**src/rtl/svc_msg_endpoint.sv**
```systemverilog
module svc_msg_endpoint #(
  parameter int TYPE_W    = 2,
  parameter int DATA_W    = 32,
  parameter int TILES     = 8,
  parameter int RX_DEPTH  = 4,
  parameter int ERR_W     = 8,
  parameter int HOST_CODE = 1,
  parameter int CORE_CODE = 2
) (
  input  logic                     clk,
  input  logic                     rst_n,
  input  logic                     rx_valid,
  input  logic [TYPE_W+DATA_W-1:0] rx_msg,
  output logic                     rx_consumed,
  input  logic                     rd_pop,
  output logic                     rd_valid,
  output logic [TYPE_W-1:0]        rd_type,
  output logic [DATA_W-1:0]        rd_data,
  output logic                     rd_from_host,
  input  logic                     snd_req,
  input  logic [DATA_W-1:0]        snd_data,
  input  logic [TILES-1:0]         snd_dest,
  output logic                     snd_busy,
  input  logic                     net_avail,
  output logic                     tx_valid,
  output logic [TYPE_W+DATA_W-1:0] tx_msg,
  output logic [TILES-1:0]         tx_dest,
  output logic [ERR_W-1:0]         rej_count
);
  localparam int MSG_W = TYPE_W + DATA_W;
  localparam int PTR_W = (RX_DEPTH > 1) ? $clog2(RX_DEPTH) : 1;
  localparam int CNT_W = $clog2(RX_DEPTH + 1);
  localparam logic [TYPE_W-1:0] HOST_T = TYPE_W'(HOST_CODE);
  localparam logic [TYPE_W-1:0] CORE_T = TYPE_W'(CORE_CODE);
  localparam logic [CNT_W-1:0]  FULL_N = CNT_W'(RX_DEPTH);
  localparam logic [PTR_W-1:0]  LAST_P = PTR_W'(RX_DEPTH - 1);

  // receive buffer
  logic [MSG_W-1:0] mem [RX_DEPTH];
  logic [PTR_W-1:0] wr_ptr, rd_ptr;
  logic [CNT_W-1:0] cnt;
  logic             full, accept, pop_ok;

  assign full     = (cnt == FULL_N);
  assign accept   = rx_valid && !full && !rx_consumed;
  assign pop_ok   = rd_pop && (cnt != '0);
  assign rd_valid = (cnt != '0);
  assign {rd_type, rd_data} = mem[rd_ptr];
  assign rd_from_host = rd_valid && (rd_type == HOST_T);

  always_ff @(posedge clk or negedge rst_n) begin
    if (!rst_n) begin
      wr_ptr      <= '0;
      rd_ptr      <= '0;
      cnt         <= '0;
      rx_consumed <= 1'b0;
    end else begin
      rx_consumed <= accept;
      if (accept) wr_ptr <= (wr_ptr == LAST_P) ? '0 : wr_ptr + 1'b1;
      if (pop_ok) rd_ptr <= (rd_ptr == LAST_P) ? '0 : rd_ptr + 1'b1;
      cnt <= cnt + CNT_W'(accept) - CNT_W'(pop_ok);
    end
  end

  always_ff @(posedge clk) begin
    if (accept) mem[wr_ptr] <= rx_msg;
  end

  // transmit side
  logic zero_dest;
  assign zero_dest = (snd_dest == '0);
  assign tx_valid  = snd_busy && net_avail;

  always_ff @(posedge clk or negedge rst_n) begin
    if (!rst_n) begin
      snd_busy  <= 1'b0;
      tx_msg    <= '0;
      tx_dest   <= '0;
      rej_count <= '0;
    end else if (snd_busy) begin
      if (net_avail) snd_busy <= 1'b0;
    end else if (snd_req) begin
      if (zero_dest) begin
        if (rej_count != '1) rej_count <= rej_count + 1'b1;
      end else begin
        snd_busy <= 1'b1;
        tx_msg   <= {CORE_T, snd_data};
        tx_dest  <= snd_dest;
      end
    end
  end

  // checks
  p_single_pulse_r2: assert property (@(posedge clk) disable iff (!rst_n)
    rx_consumed |=> !rx_consumed);
  p_no_overflow_r5: assert property (@(posedge clk) disable iff (!rst_n)
    full |=> !rx_consumed);
  p_count_bound_r5: assert property (@(posedge clk) disable iff (!rst_n)
    cnt <= FULL_N);
  p_tx_avail_r8: assert property (@(posedge clk) disable iff (!rst_n)
    tx_valid |-> net_avail);
  p_tx_once_r8: assert property (@(posedge clk) disable iff (!rst_n)
    tx_valid |=> !tx_valid);
  p_tx_type_r7: assert property (@(posedge clk) disable iff (!rst_n)
    tx_valid |-> (tx_msg[MSG_W-1:DATA_W] == CORE_T));
  p_hold_r9: assert property (@(posedge clk) disable iff (!rst_n)
    (snd_busy && !net_avail) |=> ($stable(tx_msg) && $stable(tx_dest) && snd_busy));
  p_dest_nonzero_r10: assert property (@(posedge clk) disable iff (!rst_n)
    tx_valid |-> (tx_dest != '0));
  p_rej_sat_r10: assert property (@(posedge clk) disable iff (!rst_n)
    (rej_count == '1) |=> (rej_count == '1));
endmodule

```
**config.mk**
```make
export PLATFORM = sky130hd
export DESIGN_NAME = svc_msg_endpoint
export DESIGN_NICKNAME = d
export VERILOG_FILES = /design/src/rtl/svc_msg_endpoint.sv
export SDC_FILE = /design/constraint.sdc
export NUM_CORES = 1
export LEC_CHECK = 0
export CAP_MARGIN = 20
export CORE_MARGIN = 2
export CORE_UTILIZATION = 50
export CTS_BUF_LIST = sky130_fd_sc_hd__clkbuf_4 sky130_fd_sc_hd__clkbuf_8
export DETAILED_ROUTE_END_ITERATION = 6
export DONT_BUFFER_PORTS = 1
export GPL_TIMING_DRIVEN = 0
export PLACE_DENSITY_LB_ADDON = 0.12
export SLEW_MARGIN = 20
export SYNTH_ARGS = -nofsm -noshare
export SYNTH_HDL_FRONTEND = slang
export SYNTH_SLANG_ARGS = --single-unit
```
**constraint.sdc**
```tcl
create_clock -name clk -period 2.72 [get_ports clk]
set_input_delay 0.408 -clock clk [delete_from_list [all_inputs] [get_ports clk]]
set_output_delay 0.408 -clock clk [all_outputs]
set_load 0.02 [all_outputs]
```
==> flow_summary.toml, run 1 <==
[cells_and_area]
antennaDiodeCount = 0
n_fill_cell = 1110
syn_to_final_growth_pct = 11.9
drive_gt1_share_pct = 32.8
fin_util_pct = 56.8
final_common_cell = "edfxtp_1"
final_cell_mix = "edfxtp_1 (136), dfrtp_1 (58), mux2_2 (38), mux4_2 (34), clkbuf_8 (17)"
instances_no_fill = 583
fin_nets = 475

[run_status]
outcome = "completed"

[worst_setup_path]
path_cells = "buf_2 > buf_2 > mux4_2"
critPathLaunchType = "register"
cpPeakStageDelay_ns = 0.64
worst-path-buf-inv = 2
worstPathRequired_ns = 2.31
crit_type = "reg -> out"
path_max_fanout = 10
cp_common_cell = "buf_2"
critical_path.top_delay_family = "buffers and inverters"
critPathSlowestCell = "mux4_2"
cp.arrival_ns = 2.14
end_kind = "output pin"

[power]
cellPowerDensity_nw_per_um2 = 982
ir_drop_uv = 389
p_leak_uw = 0.00292

[timing]
fmax_mhz = 392
tns_ns = 0
tightestPinTransition_ns = 0.634
grt_setup_unrepaired = "no"
maxSlewHeadroom_pct = 57.7
setup_viol = 0
min_period_ns = 2.55
min_period_over_period_pct = 93.9
setup_ws_ns = 0.167
clock_skew_ns = 0.00778
finalHoldViolations = 0
slew_violations = 0

[yosys]
synth_top_family_by_area = "multiplexers"
synth-warning-count = 0
ys.flop_type = "edfxtp_1"
synth_edf_count = 136
synth.area.mux_share_pct = 16.9
ys_seq_area_share_pct = 75.6
synth_compound_area_share_pct = 0.478
syn-cell-area_um2 = 7320
synth-xor-area-share_pct = 1.08
synth_cell_types = 31
synth.avg_cell_area_um2 = 20.9
synthesis.nets = 439
synth_fa_ha_area_share_pct = 1.64
async_flop_share_pct = 29.9
ys_ff_latch = 194
yosys.area_share.simple_pct = 2.99
syn-instance-count = 350

[cts]
insertion_delay_ns = 0.45
clockBufferDepth = 2
htree_levels = 4
cts.sinks = 194
cts_tree = "yes"
clockRootBuffer = "clkbuf_8"
clk_pin_slew_worst_paths_ns = 0.09
numCtsBuffers = 17

[hold_path]
hold_class = "in -> reg"

[placement]
dpl.hpwl_mm = 8.68
gp_congestion = 0.701
place_ws_ns = 0.132
port_buffers = 0
dp_cells = 538

[route]
antenna_left = 0
finalWirelength_mm = 13.0
drt-pass1-iter-count = 4
drc = 0
vias = 3260
vias_per_cell = 5.59
drtIter0Drc = 258
wl_per_cell_um = 22.3

[floorplanning]
initial_core_util_pct = 50.8
chipHeight_um = 125
die_area_um2 = 15600
die_x_um = 125
core-area_um2 = 14400
top_level_ports = 169
row_count = 44

[grt]
grt-ovfl-total = 0
grt_pass1_vias = 3634
grt_pass1_wl_mm = 20.6
antenna_found_initial = 0
grt_usage_pct = 17.6
grt_max_degree = 59

[run]
drv.max_cap_violation_count = 0
[stage by stage]
| stage | area, um2 | power (uW) | hold WS, ns |
|---|---|---|---|
| after floorplan | 7320 | 5820 | 0.112 |
| after global placement | 7550 | 6240 | 0.114 |
| after detailed placement | 7650 | 6330 | 0.114 |
| after CTS | 8130 | 8170 | 0.000149 |
| after global routing | 8200 | 8480 | 0.0000251 |
| final | 8200 | 8050 | 0.0454 |
[sequential cells by signal (all words and copies together), names as in the netlist]
| register | cells |
|---|---|
| cnt | 3 |
| mem | 136 |
| rd_ptr | 2 |
| rej_count | 8 |
| rx_consumed | 1 |
| snd_busy | 1 |
| tx_dest | 8 |
| tx_msg | 33 |
| wr_ptr | 2 |
[layout make-up]
type	count	area (um2)	share of cell area, %
buffer	13	68.8	0.840
multi-input combinational	135	1700	20.8
tap	184	230	2.81
sequential	194	5540	67.5
timing repair buffer	17	243	2.96
inverter	8	30.0	0.366
clock buffer	19	249	3.04
clock inverter	13	135	1.65
[cell families after synthesis]
kind of cell	after synthesis
flops	194
buf+inv	21
other cells	1
simple gates	34
compound gates	6
mux	76
xor+xnor	9
fa+ha+maj	9
[worst register-to-register path, cell delays in order, from the launching register on]
cell	delay, ns
dfrtp_1	0.45
or3_1	0.53
nand2_1	0.22
inv_1	0.06
ha_1	0.26
inv_1	0.06
ha_1	0.14
inv_1	0.05
fa_1	0.38
xnor2_1	0.19
xnor2_1	0.14
[where the power goes]
part           total, uW  internal (uW)  switching [uW]  leakage (uW)
Combinational       2150            865            1280      0.000806
Sequential          4100           3710             393       0.00193
Clock               1800            833             968      0.000179
Total               8050           5410            2640       0.00292
[synthesized netlist by cell type (2+ instances only)]
library cell    n  share of area [%]
clkbuf_1        2               0.10
o21ai_0         2               0.14
nand3_1         2               0.14
dfrtp_1        58                 20
nand2_1         5               0.26
xnor2_1         2               0.24
a21o_1          2               0.20
nor3_1          3               0.20
buf_2           9               0.61
mux2_2         38                5.8
and2_1          5               0.43
ha_1            8                1.4
a21oi_1         2               0.14
edfxtp_1      136                 56
nand2b_1        3               0.26
nand4_1         2               0.17
nor4_2          4               0.68
mux2_1          4               0.61
mux4_2         34                 10
inv_1           8               0.41
nor2_1          5               0.26
xor2_1          7               0.84
[metal layers]
layer  GRT usage (%)  share of wire (%)
met4            5.69               0.98
met1            20.7                 39
met3            8.22                8.6
met2            28.8                 51
met5               0                  0
[worst paths after layout]
path / startpoint / endpoint / slack [ns] / depth (start not counted)
worst max-delay path: rd_ptr[0] / rd_data[15] / 0.17 / 3
worst min-delay path: rx_msg[29] / mem[3][29] / 0.05 / 0
worst max register to register: cnt[1] / cnt[2] / 0.18 / 10
worst min register to register: cnt[2] / cnt[2] / 0.52 / 1
max in group asynchronous: rst_n / tx_msg[18] / 2.02 / 2
min in group asynchronous: rst_n / rej_count[1] / 0.46 / 2
[what timing repair did]
item | in CTS | in global routing
buffers inserted | 0 | 0
setup endpoints to repair | 19 | 2
endpoints found under the hold margin | 72 | 17
gates cloned | 0 | 0
resized for setup | 2 | 2
hold buffers | 7 | 6
No activity file was read; power rests on OpenSTA's default activity.
==> run 2: changes to the inputs <==
- PLACE_DENSITY: unset -> 0.64
- PLACE_DENSITY_LB_ADDON: 0.12 -> unset
==> run 2 against run 1 <==
Net effect:
- power is 1.9% higher
- die area is the same
- sequential power barely moved
- hold slack worse by 0.0027 ns
- via count decreased by 0.64%
- clock power grew 10%
- non-clock buffer count decreased by 6
- critical path type is now reg -> reg
- largest power group unchanged
==> flow_summary.toml, run 2 (synthesized netlist as in run 1, its figures left out) <==
[route]
finalWirelength_mm = 12.7
wl_per_cell_um = 22.1
met1_length_mm = 4.70
drc = 0
vias = 3239
drt-pass1-iter-count = 4
route.met3.wl_mm = 1.42
routed.top_layer = "met4"
vias_per_cell = 5.61
drtIter0Drc = 251
antenna_left = 0
wl_met2_mm = 6.47

[cells_and_area]
drive_gt1_share_pct = 33.3
antennaDiodeCount = 0
fin_nets = 469
regMostFlops = "mem"
final_common_cell = "edfxtp_1"
instances_no_fill = 577
n_fill_cell = 1088
largest_reg_flops = 136
syn_to_final_growth_pct = 11.6
top_regs = "mem: 136 flops, tx_msg: 33 flops"
final_cell_mix = "edfxtp_1 (136), dfrtp_1 (58), mux2_2 (38), mux4_2 (34), clkbuf_8 (18)"

[floorplanning]
chipHeight_um = 125
core-area_um2 = 14400
die_area_um2 = 15600
die_x_um = 125
top_level_ports = 169
row_count = 44
initial_core_util_pct = 50.8

[run]
drv.max_cap_violation_count = 0

[worst_setup_path]
reg2reg_depth = 10
reg2reg_to = "cnt[2]"
path_max_fanout = 4
crit_type = "reg -> reg"
end_kind = "register"
critPathLaunchType = "register"
worstPathRequired_ns = 3.09
reg2reg_from = "cnt[1]"
worstSetupEndpoint = "cnt[2]"
rrSetupSlack_ns = 0.20
cp.arrival_ns = 2.89
worstSetupStartpoint = "cnt[1]"

[hold_path]
hold_class = "in -> reg"

[placement]
dp_cells = 538
dpl.hpwl_mm = 8.37
port_buffers = 0
gp_congestion = 0.702

[timing]
tns_ns = 0
fmax_mhz = 397
slew_violations = 0
grt_setup_unrepaired = "no"
hold_slack_ns = 0.0427
min_period_over_period_pct = 92.6
clock_skew_ns = 0.0136
min_period_ns = 2.52
setup_viol = 0
finalHoldViolations = 0

[power]
clock_power_share_pct = 24.2
p_sw_uw = 2610
p_comb_share_pct = 25.8
ir_drop_uv = 410
cellPowerDensity_nw_per_um2 = 1000
intPower_uw = 5600
power_frac_seq_pct = 50.0
p_leak_uw = 0.00291
power_uw = 8200
switching_share_pct = 31.8

[grt]
grt_usage_pct = 16.9
antenna_found_initial = 0
grt_pass1_vias = 3691
grt_pass1_wl_mm = 19.8
grt-ovfl-total = 0
grt_max_degree = 59

[cts]
cts.sinks = 194
htree_levels = 4
numCtsBuffers = 17
cts_tree = "yes"
clk_pin_slew_worst_paths_ns = 0.09
clockRootBuffer = "clkbuf_8"
insertion_delay_ns = 0.45
post-cts-setup-buffers = 0
clockBufferDepth = 2

[run_status]
outcome = "completed"
-- run 2: through the flow --
step                      util [%]  cell area (um2)  setup WS, ns
final                         56.7             8170         0.202
after global routing          56.7             8170      0.000175
after CTS                     56.3             8120        0.0907
after detailed placement      53.0             7640         0.131
after global placement        52.4             7550        -0.356
after floorplan                  -             7320         0.408
-- run 2: layout make-up --
type / instances / area [um2] / share of cell area (%)
multi-input cells: 135 / 1700 / 20.9
plain buffers: 13 / 68.8 / 0.842
well taps: 184 / 230 / 2.82
clock inverters: 13 / 181 / 2.22
flip-flops and latches: 194 / 5540 / 67.7
repair buffers: 11 / 168 / 2.05
inverters: 8 / 30.0 / 0.367
clock buffers: 19 / 255 / 3.12
-- run 2: power groups by stage --
stage | clock network (uW) | registers, uW | logic, uW
finish | 1980 | 4100 | 2120
global route | 2160 | 4160 | 2290
CTS | 2050 | 4110 | 2180
detailed placement | 0 | 4170 | 2160
global placement | 0 | 4170 | 2060
floorplan | 0 | 4100 | 1720
-- run 2: what timing repair did --
action	4_1_cts	5_1_grt
resized for setup	2	2
hold buffers	2	5
pin swaps	0	0
endpoints found under the hold margin	58	13
setup endpoints to repair	19	4
-- run 2: worst min-delay path by stage --
stage,startpoint,endpoint,slack (ns),cells after the start
3_3_place_gp,rst_n,snd_busy,0.11,0
5_1_grt,rx_msg[16],mem[1][16],0.0004,0
4_1_cts,rx_msg[20],mem[0][20],0.006,0
6_report,rx_msg[28],mem[3][28],0.04,0
3_5_place_dp,rst_n,snd_busy,0.11,0
2_1_floorplan,rst_n,cnt[0],0.11,0
-- run 2: critical path, cell delays in order (launching register included) --
cell and delay (ns):
dfrtp_1 0.44, or3_1 0.51, nand2_1 0.22, inv_1 0.07, ha_1 0.28, inv_1 0.06, ha_1 0.13, inv_1 0.04
fa_1 0.37, xnor2_1 0.18, xnor2_1 0.14
-- run 2: layer usage --
layer / vias up / global-route usage, %
met5: - / 0
met1: 1645 / 19.2
met2: 162 / 27.9
met4: 0 / 5.49
met3: 12 / 8.73
li1: 1420 / -
==> run 3: changes to the inputs <==
- PLACE_DENSITY: 0.64 -> 0.75
==> run 3 against run 2 <==
Net effect:
- sequential power about the same
- final cell count increased by 0.17%
- utilization decreased by 0.10 points
- cell area decreased by 0.18%
- global-route usage increased by 0.37 points
- largest power group unchanged
- clock skew about the same
- combinational power about the same
- routed wire length increased by 4.4%
- critical path depth unchanged
- hold slack improved by 0.0028 ns
==> flow_summary.toml, run 3 (synthesized netlist as in run 1, its figures left out) <==
[worst_setup_path]
cp_common_cell = "inv_1"
critPathLaunchType = "register"
worstPathRequired_ns = 3.09
cpPeakStageDelay_ns = 0.52
rrSetupSlack_ns = 0.21
path_max_fanout = 4
crit_type = "reg -> reg"
path_cells = "or3_1 > nand2_1 > inv_1 > ha_1 > inv_1 > ha_1 > inv_1 > fa_1 > xnor2_1 > xnor2_1"
end_kind = "register"
critPathSlowestCell = "or3_1"
cp.arrival_ns = 2.88
reg2reg_from = "cnt[2]"
reg2reg_to = "cnt[2]"
reg2reg_depth = 10

[timing]
grt_setup_unrepaired = "no"
fmax_mhz = 399
tns_ns = 0
finalHoldViolations = 0
min_period_over_period_pct = 92.2
hold_slack_ns = 0.0455
slew_violations = 0
min_period_ns = 2.51
clock_skew_ns = 0.0135
setup_viol = 0

[grt]
grt-ovfl-total = 0
grt_max_degree = 59
grt_usage_pct = 17.3
grt_pass1_vias = 3619
grt_pass1_wl_mm = 20.0
antenna_found_initial = 0

[route]
vias_per_cell = 5.65
drtIter0Drc = 221
vias = 3268
drt-pass1-iter-count = 4
wl_per_cell_um = 23.0
finalWirelength_mm = 13.3
antenna_left = 0
drc = 0

[placement]
gp_congestion = 0.780
port_buffers = 0
dpl.hpwl_mm = 8.81

[cells_and_area]
largest_reg_flops = 136
fin_nets = 470
drive_gt1_share_pct = 33.5
regMostFlops = "mem"
top_regs = "mem: 136 flops, tx_msg: 33 flops"
final_common_cell = "edfxtp_1"
final_cell_mix = "edfxtp_1 (136), dfrtp_1 (58), mux2_2 (38), mux4_2 (34), clkbuf_8 (20)"
antennaDiodeCount = 0
syn_to_final_growth_pct = 11.4

[power]
ir_drop_uv = 404
p_leak_uw = 0.00293
power_uw = 8120
cellPowerDensity_nw_per_um2 = 995

[floorplanning]
die_x_um = 125
chipHeight_um = 125
top_level_ports = 169
initial_core_util_pct = 50.8
core-area_um2 = 14400
die_area_um2 = 15600
row_count = 44

[run]
drv.max_cap_violation_count = 0

[cts]
clockBufferDepth = 2
clk_pin_slew_worst_paths_ns = 0.09
htree_levels = 4
insertion_delay_ns = 0.45
numCtsBuffers = 17
clockRootBuffer = "clkbuf_8"
cts_tree = "yes"
cts.sinks = 194

[hold_path]
hold_class = "in -> reg"
worstHoldEndpoint = "mem[3][12]"
hold-path-cell-count = 0
worst_hold_startpoint = "rx_msg[12]"

[run_status]
outcome = "completed"
run 3: cell count changes in the layout (fill, tap and decap cells not counted), sizes merged:
cell	delta
clkinvlp	-6
dlygate4sd3	+1
bufinv	-2
buf	-2
clkbuf	+7
clkinv	+2
inv	+1
run 3: where the power goes:
part,leakage [uW],internal (uW),total (uW),switching (uW)
clock,0.000217,938,1870,931
sequential,0.00193,3710,4110,400
combinational,0.000780,863,2140,1280
run 3: layer usage:
metal | global-route usage (%) | wire length (um) | part of all wire (%)
met3 | 8.81 | 1450 | 11
met4 | 6.27 | 163 | 1.2
met2 | 29.3 | 6830 | 51
met5 | 0 | 0 | 0
met1 | 18.7 | 4840 | 36
run 3: what timing repair did:
| item | CTS | global route |
|---|---|---|
| resized for setup | 2 | 4 |
| buffers inserted | 0 | 0 |
| hold buffers | 2 | 6 |
| hold endpoints to repair | 58 | 15 |
| endpoints found under the setup margin | 19 | 14 |
run 3: cell type report:
| cell class | instances | area (um2) |
|---|---|---|
| repair buffers | 12 | 178 |
| clock inverters | 8 | 101 |
| inverters | 8 | 30.0 |
| clock buffers | 24 | 305 |
| multi-input cells | 135 | 1700 |
| plain buffers | 13 | 73.8 |
| flip-flops and latches | 194 | 5540 |
| fillers | 1083 | 6270 |
| well taps | 184 | 230 |
run 3: metrics by stage:
stage / util (%) / area, um2 / cells / worst slack [ns]
floorplan: - / 7320 / 350 / 0.408
global placement: 52.4 / 7550 / 534 / -0.269
detailed placement: 53.0 / 7640 / 538 / 0.207
CTS: 56.1 / 8090 / 572 / 0.0686
global route: 56.6 / 8160 / 578 / 0.0395
finish: 56.6 / 8160 / 578 / 0.211
run 3: worst max-delay path, delay by kind of cell, from the launching register on:
family                   cells  cell delay [ns]
adder cells (fa/ha/maj)      3             0.77
AND/OR/NAND/NOR              2             0.75
flip-flops                   1             0.43
XOR/XNOR                     2             0.32
buffers and inverters        3             0.17
run 3: worst max-delay path by stage:
stage                            from           to
after floorplan                cnt[1]       cnt[2]
after global placement    rx_consumed   mem[3][20]
after detailed placement  rx_consumed       cnt[2]
after CTS                   rd_ptr[0]  rd_data[23]
after global routing           cnt[1]       cnt[2]
final                          cnt[2]       cnt[2]
